### src/rtl/flash_wr_gate_pkg.sv
package flash_wr_gate_pkg;

    // Filtered strobes, 1 = asserted (pin low long enough)
    typedef struct packed {
        logic ce;
        logic oe;
        logic we;
    } strobe_t;

    // Independent reasons to drop a write
    typedef struct packed {
        logic vpp_off;
        logic supply_low;
        logic powerup;
    } inhibit_t;

    localparam int NUM_STROBES = 3;

    function automatic logic any_inhibit(inhibit_t i);
        return i.vpp_off | i.supply_low | i.powerup;
    endfunction

    // Strobe pattern that keeps the power-up inhibit armed
    function automatic logic powerup_hold(logic ce_n, logic oe_n, logic rst_pin_n);
        return (!ce_n) && (!rst_pin_n) && oe_n;
    endfunction

endpackage

### src/rtl/strobe_filter.sv
module strobe_filter #(
    parameter int GLITCH_CYC = 3
) (
    input  logic clk,
    input  logic rst,
    input  logic raw_n,
    output logic asserted
);
    localparam int CW = $clog2(GLITCH_CYC + 1);
    localparam logic [CW-1:0] LAST = CW'(GLITCH_CYC - 1);

    logic [CW-1:0] low_cnt;

    always_ff @(posedge clk) begin
        if (rst) begin
            low_cnt  <= '0;
            asserted <= 1'b0;
        end else if (raw_n) begin
            low_cnt  <= '0;
            asserted <= 1'b0;
        end else if (low_cnt == LAST) begin
            asserted <= 1'b1;
        end else begin
            low_cnt <= low_cnt + 1'b1;
        end
    end

    // the filtered strobe is never asserted unless the pin was low at the last edge
    a_r3_filt_follows_low: assert property (@(posedge clk) disable iff (rst)
        asserted |-> !$past(raw_n));

endmodule

### src/rtl/pwrup_inhibit.sv
module pwrup_inhibit
    import flash_wr_gate_pkg::*;
(
    input  logic clk,
    input  logic rst,
    input  logic por,
    input  logic ce_n,
    input  logic oe_n,
    input  logic rst_pin_n,
    output logic armed
);
    always_ff @(posedge clk) begin
        if (rst || por) begin
            armed <= 1'b1;
        end else if (armed && !powerup_hold(ce_n, oe_n, rst_pin_n)) begin
            armed <= 1'b0;
        end
    end

    // once released, the inhibit stays released until the next power-on pulse
    a_r7_release_sticks: assert property (@(posedge clk) disable iff (rst)
        (!$past(armed) && !$past(por)) |-> !armed);

endmodule

### src/rtl/write_qual.sv
module write_qual
    import flash_wr_gate_pkg::*;
(
    input  logic     clk,
    input  logic     rst,
    input  strobe_t  filt,
    input  inhibit_t inh,
    output logic     wr_pulse
);
    strobe_t filt_d;

    always_ff @(posedge clk) begin
        if (rst) begin
            filt_d   <= '0;
            wr_pulse <= 1'b0;
        end else begin
            filt_d   <= filt;
            wr_pulse <= filt_d.we && !filt.we && filt_d.ce && !filt_d.oe
                        && !any_inhibit(inh);
        end
    end

    // a qualified write lasts a single cycle
    a_r2_single_cycle: assert property (@(posedge clk) disable iff (rst)
        wr_pulse |=> !wr_pulse);
    // no write while program enable is low
    a_r5_vpp_blocks: assert property (@(posedge clk) disable iff (rst)
        wr_pulse |-> !$past(inh.vpp_off));
    // no write while supply is low
    a_r6_supply_blocks: assert property (@(posedge clk) disable iff (rst)
        wr_pulse |-> !$past(inh.supply_low));
    // no write while the power-up inhibit is armed
    a_r7_powerup_blocks: assert property (@(posedge clk) disable iff (rst)
        wr_pulse |-> !$past(inh.powerup));

endmodule

### src/rtl/flash_wr_gate.sv
module flash_wr_gate
    import flash_wr_gate_pkg::*;
#(
    parameter int GLITCH_CYC = 3
) (
    input  logic clk,
    input  logic rst,
    input  logic ce_n,
    input  logic oe_n,
    input  logic we_n,
    input  logic rst_pin_n,
    input  logic vpp_en,
    input  logic vcc_low,
    input  logic por,
    output logic wr_pulse,
    output logic pe_disable,
    output logic csm_reset
);
    logic [NUM_STROBES-1:0] pins_n;
    logic [NUM_STROBES-1:0] filt_vec;
    strobe_t  filt;
    inhibit_t inh;
    logic     pu_armed;

    assign pins_n = {ce_n, oe_n, we_n};

    for (genvar g = 0; g < NUM_STROBES; g++) begin : g_filt
        strobe_filter #(.GLITCH_CYC(GLITCH_CYC)) u_filt (
            .clk      (clk),
            .rst      (rst),
            .raw_n    (pins_n[g]),
            .asserted (filt_vec[g])
        );
    end

    assign filt = strobe_t'(filt_vec);

    pwrup_inhibit u_pwrup (
        .clk       (clk),
        .rst       (rst),
        .por       (por),
        .ce_n      (ce_n),
        .oe_n      (oe_n),
        .rst_pin_n (rst_pin_n),
        .armed     (pu_armed)
    );

    always_comb begin
        inh.vpp_off    = !vpp_en;
        inh.supply_low = vcc_low;
        inh.powerup    = pu_armed;
    end

    write_qual u_qual (
        .clk      (clk),
        .rst      (rst),
        .filt     (filt),
        .inh      (inh),
        .wr_pulse (wr_pulse)
    );

    always_ff @(posedge clk) begin
        if (rst) begin
            pe_disable <= 1'b1;
            csm_reset  <= 1'b1;
        end else begin
            pe_disable <= inh.vpp_off | inh.supply_low;
            csm_reset  <= por | inh.supply_low;
        end
    end

    // a low supply always disables program/erase and holds the state machine
    a_r6_lockout_outputs: assert property (@(posedge clk) disable iff (rst)
        $past(vcc_low) |-> (pe_disable && csm_reset));
    // power-on pulse requests a state machine reset
    a_r8_por_resets_csm: assert property (@(posedge clk) disable iff (rst)
        por |=> csm_reset);
    // program enable low forces the global disable
    a_r5_vpp_disable: assert property (@(posedge clk) disable iff (rst)
        !$past(vpp_en) |-> pe_disable);

endmodule

### config.mk
export PLATFORM = sky130hd
export DESIGN_NAME = flash_wr_gate
export DESIGN_NICKNAME = d
export VERILOG_FILES = /design/src/rtl/flash_wr_gate_pkg.sv /design/src/rtl/strobe_filter.sv /design/src/rtl/pwrup_inhibit.sv /design/src/rtl/write_qual.sv /design/src/rtl/flash_wr_gate.sv
export SDC_FILE = /design/constraint.sdc
export NUM_CORES = 1
export LEC_CHECK = 0
export BUFFER_PORTS_ARGS = -buffer_cell sky130_fd_sc_hd__buf_2
export CORE_UTILIZATION = 35
export CTS_CLUSTER_SIZE = 24
export DETAILED_ROUTE_END_ITERATION = 8
export PLACE_DENSITY = 0.53
export SLEW_MARGIN = 30
export SYNTH_ARGS = -nofsm -noshare
export SYNTH_HDL_FRONTEND = slang
export SYNTH_SLANG_ARGS = --single-unit
### constraint.sdc
create_clock -name clk -period 1.6 [get_ports clk]
set_clock_uncertainty 0.15 [all_clocks]
set_input_delay 0.24 -clock clk [delete_from_list [all_inputs] [get_ports clk]]
set_output_delay 0.24 -clock clk [all_outputs]
set_load 0.02 [all_outputs]
==> After elaboration in Yosys (flattened, before gate mapping) <==
Cells that the tools add are included.
{ "word_totals": {"ff_bits": 16, "word_cells": 40, "output_inout_bits": 3, "input_bits": 9} }
{ "op_classes": {"n_bitwise": 3, "n_reduce_logical": 18, "eq_ne": 3, "n_addsub": 3} }
{ "ops": {"columns": ["operator", "count"], "rows": [
  ["$logic_and 1x1->1", 7],
  ["$logic_not 1->1", 7],
  ["$add 2x1->2 const B", 3],
  ["$eq 2x2->1 const B", 3],
  ["$reduce_or 2->1", 3],
  ["$or 1x1->1", 3],
  ["$logic_or 1x1->1", 1]
]} }

==> Depth between registers and ports, before layout <==
{ "logic_depth": {"word_depth": 5, "mapped_depth": 4, "mapped_depth_nobuf": 4} }

==> By module <==
Synthesis repeated with hierarchy kept, for this count alone.
{ "hier_totals": {"cells_unflattened": 54, "area_unflattened_um2": 584.3} }
{ "modules_own_cells": {"columns": ["mod", "instances", "area_per_inst_um2", "seq_area_each_um2", "cells_per_inst"], "rows": [
  ["strobe_filter", 3, 121.4, 60.1, 12],
  ["write_qual", 1, 127.6, 80.1, 10],
  ["flash_wr_gate", 1, 58.8, 40.0, 5],
  ["pwrup_inhibit", 1, 33.8, 20.0, 3]
]} }

==> Worst setup path before layout <==
Ideal clock, no wire load.
{ "synth_path": {"path_kind": "reg2reg", "start": "reg g_filt[1].u_filt.low_cnt[0]", "end": "reg g_filt[1].u_filt.low_cnt[1]", "arrival_time_ns": 1.082, "path_buffers": 0, "path_slack_ns": 0.282, "period_less_slack_ns": 1.318, "setup_ns": 0.086, "required_time_ns": 1.364, "path_stages_with_launch": 5, "cell_sequence": "dfxtp_1 -> inv_1 -> ha_1 -> or2_2 -> a211oi_1"} }
{ "synth_between": {"elab_chain_cells": 1, "elab_cells_between_ends": 2, "classes_between": "add/sub: 1; eq/ne: 1"} }
{ "synth_lines": {"columns": ["item", "line_no", "rtl"], "rows": [
  ["from (decl)", "strobe_filter.sv:12", "logic [CW-1:0] low_cnt;"],
  ["from (signal assigned)", "strobe_filter.sv:24", "low_cnt <= low_cnt + 1'b1;"],
  ["$add 2x1->2 or $eq 2x2->1 (tied branches)", "strobe_filter.sv:24, strobe_filter.sv:21", null]
]} }
Several ways; a longest one is shown, not always the timed one.
A chain may end at the register's enable or synchronous reset.

==> Final worst setup path <==
{ "layout_path": {"start": "in vcc_low", "end": "reg u_qual.wr_pulse"} }
{ "layout_between": {"elab_chain_cells": 4} }
{ "layout_lines": {"columns": ["item", "line_no", "rtl"], "rows": [
  ["from (decl)", "flash_wr_gate.sv:13", "input logic vcc_low,"],
  ["$or 1x1->1 (2 in a row)", "flash_wr_gate_pkg.sv:20", "return i.vpp_off | i.supply_low | i.powerup;"],
  ["$logic_not 1->1", "write_qual.sv:19", "&& !any_inhibit(inh);"],
  ["$logic_and 1x1->1", "write_qual.sv:19", null],
  ["to (signal assigned)", "write_qual.sv:18", "wr_pulse <= filt_d.we && !filt.we && filt_d.ce && !filt_d.oe"],
  ["to (decl)", "write_qual.sv:8", "output logic wr_pulse"]
]} }
Every way passes these cells.

==> run summary <==
Hold EP: u_qual.filt_d[1]
Area of the multi-input gates: 238 sq um
Post-synthesis register bit count: 16
FF-to-FF End: g_filt[1].u_filt.low_cnt[1]
Worst Path Max Fanout: 2
Clock tree buffer depth: 2
Final ANT Viol Nets: 0
Core Area: 1520 sq um
CP Capture Type: flop
Reg2reg start: g_filt[1].u_filt.low_cnt[0]
Initial core utilization: 37.7%
Crit Path Category: in -> reg
Hold Path Class: in -> reg
GPL Wtd Cong: 0.621
Root Buffer: clkbuf_4
Row count: 14
Post-CTS Resized: 0
Worst setup SP type: input port
CTS Buf Count: 3
Vias: 403
Status: complete, no violations
Worst R2R Setup Slack: 0.21 ns
Vias per cell: 4.58
EDFF count, synth: 0
Total negative setup slack: 0 ns
Die area: 1810 sq um
H-tree levels: 1
First-pass GRT wire length: 1620 microns
Clock Latency Late Sink: 0.28 ns
Total track usage: 12.3%
Arrival time of the worst setup path: 1.47 ns
Sequential fraction of the synthesis area: 55.8%
Synthesized instance count: 53
Die Wd: 42.5 microns
Vias in the first global route: 402
Finished Cell Area: 731 sq um
TritonCTS clock tree: built
Placed Area: 644 sq um
Ports: 12
Top cells by area, synth: dfxtp_1, ha_1, nor3_1, xor2_1, a211oi_1
Overall routed net length: 838 microns
Power Dens Cells: 1020 nW/um^2
Clk slew on worst S/H paths: 0.09 ns
Peak VDD IR: 519 uV
I/O Buffers: 11
Post-Syn Area: 574 sq um
Leakage: 0.305 nW
Average wire per standard cell: 9.52 microns
Actual slew at the worst max-slew pin: 0.273 ns
Largest net degree at the start of global routing: 16
Sink Count: 16
Yosys top cell by area: dfxtp_1
Avg Cell Area, Syn: 10.8 sq um
Initial antenna violation count: 0
# DRC: 0
Gr ovfl total: 0
Synth-to-layout area growth: 27.2%
Hold Vio Cnt, Final: 0
Register area: 320 sq um
Final worst-path cycle share: 88.5%
Share of layout cells above drive strength 1: 27.8%
Netlist cell types: 17
# nets final: 85
Relative slew slack: 81.8%
Max cap viols: 0
Unrepaired setup endpoints after global routing: false
Top FF cell, synth: dfxtp_1
Max Slew Vio Count: 0
Hold path depth: 2
Worst Hold Launch: rst
Reg2reg path depth: 4
Initial DRC Count: 4
Pre-antenna DRT Iters: 3
Min cycle time layout: 1.42 ns
Yosys warning total: 0
CTS Hold Bufs: 5
# setup viols final: 0
Fmax: 0.706 GHz
Die extent in y: 42.5 microns
Fill count: 146
WP data required: 1.65 ns
Synth Net Count: 65
ANT cells: 0
Top cell type's share of synthesized area: 55.8%
Setup Buffers After CTS: 0
Synth async-reset ratio: 0%
layout by cell type, fill, tap and decap left out:
master         count
dfxtp_1           16
buf_2             11
nor3_1             6
dlygate4sd3_1      5
nor2_1             4
inv_1              3
nand2_1            3
or2_2              3
a211oi_1           3
xor2_1             3
ha_1               3
clkbuf_4           3
nor2b_1            2
and2b_1            1
or3b_4             1
nand3b_1           1
nor4_4             1
a311o_1            1
or3_1              1
clkbuf_8           1
flip-flops by register name, indices dropped and copies added, names as in the netlist:
name,count
g_filt.u_filt.asserted,3
pe_disable,1
g_filt.u_filt.low_cnt,6
u_qual.filt_d,3
u_pwrup.armed,1
csm_reset,1
u_qual.wr_pulse,1
worst max-delay path, cell delays in order:
cell	delay [ns]
dlygate4sd3_1	0.53
buf_2	0.12
or3b_4	0.38
nor4_4	0.20
report_power, final:
| part | switching (W) | internal (W) | leakage [nW] | total, W |
|---|---|---|---|---|
| logic | 0.0000294 | 0.0000363 | 0.154 | 0.0000657 |
| clock network | 0.000121 | 0.000138 | 0.0210 | 0.000259 |
| registers | 0.00000747 | 0.000412 | 0.131 | 0.000419 |
per-stage QoR:
step           hold WS (ns)  utilization (%)  setup WS, ns  cells  power, W
2_1_floorplan         0.162                -         0.282     53  0.000464
3_3_place_gp          0.282             42.3         0.254     79  0.000485
3_5_place_dp          0.290             42.3         0.216     79  0.000486
4_1_cts               0.145             47.9         0.194     88  0.000760
5_1_grt               0.143             47.9         0.106     88  0.000795
6_report              0.159             47.9         0.183     88  0.000744
layout make-up:
class	count	area share, %
Sequential cell	16	43.8
Clock buffer	4	4.97
Timing Repair Buffer	16	14.4
Tap cell	16	2.74
Multi-Input combinational cell	33	32.5
Inverter	3	1.54
metal layers:
metal  share of wire (%)  global-route usage [%]  vias up
li1                    -                       -      218
met3                 6.1                    6.47        0
met5                   0                       0        -
met4                   0                    5.63        0
met1                  51                    16.0      173
met2                  43                    16.6       12
synth_stat cells (all sizes together), types with 2 or more instances:
library cell,number
a211oi,3
dfxtp,16
ha,3
inv,3
nand2,3
nor2,4
nor2b,2
nor3,6
or2,3
xor2,3
worst max-delay path by stage:
stage / from / to / slack, ns / cells past startpoint
3_3_place_gp: g_filt[0].u_filt.low_cnt[0] / g_filt[0].u_filt.low_cnt[1] / 0.25 / 4
3_5_place_dp: g_filt[2].u_filt.low_cnt[0] / g_filt[2].u_filt.low_cnt[1] / 0.22 / 4
6_report: vcc_low / u_qual.wr_pulse / 0.18 / 4
2_1_floorplan: g_filt[1].u_filt.low_cnt[0] / g_filt[1].u_filt.low_cnt[1] / 0.28 / 4
4_1_cts: vcc_low / u_qual.wr_pulse / 0.19 / 4
5_1_grt: g_filt[0].u_filt.low_cnt[0] / g_filt[0].u_filt.low_cnt[1] / 0.11 / 4
cells by family (layout without fill, tap and decap cells):
logic type               count (synthesis)  count (layout)  synth area share [%]
XOR/XNOR                                 3               3                  4.58
AO/OA/AOI/OAI                            4               4                  5.66
flip-flops                              16              16                  55.8
AND/OR/NAND/NOR                         23              23                  24.6
buffers and inverters                    4              23                  2.83
adder cells (fa/ha/maj)                  3               3                  6.54
(Power assumes the default switching activity.)
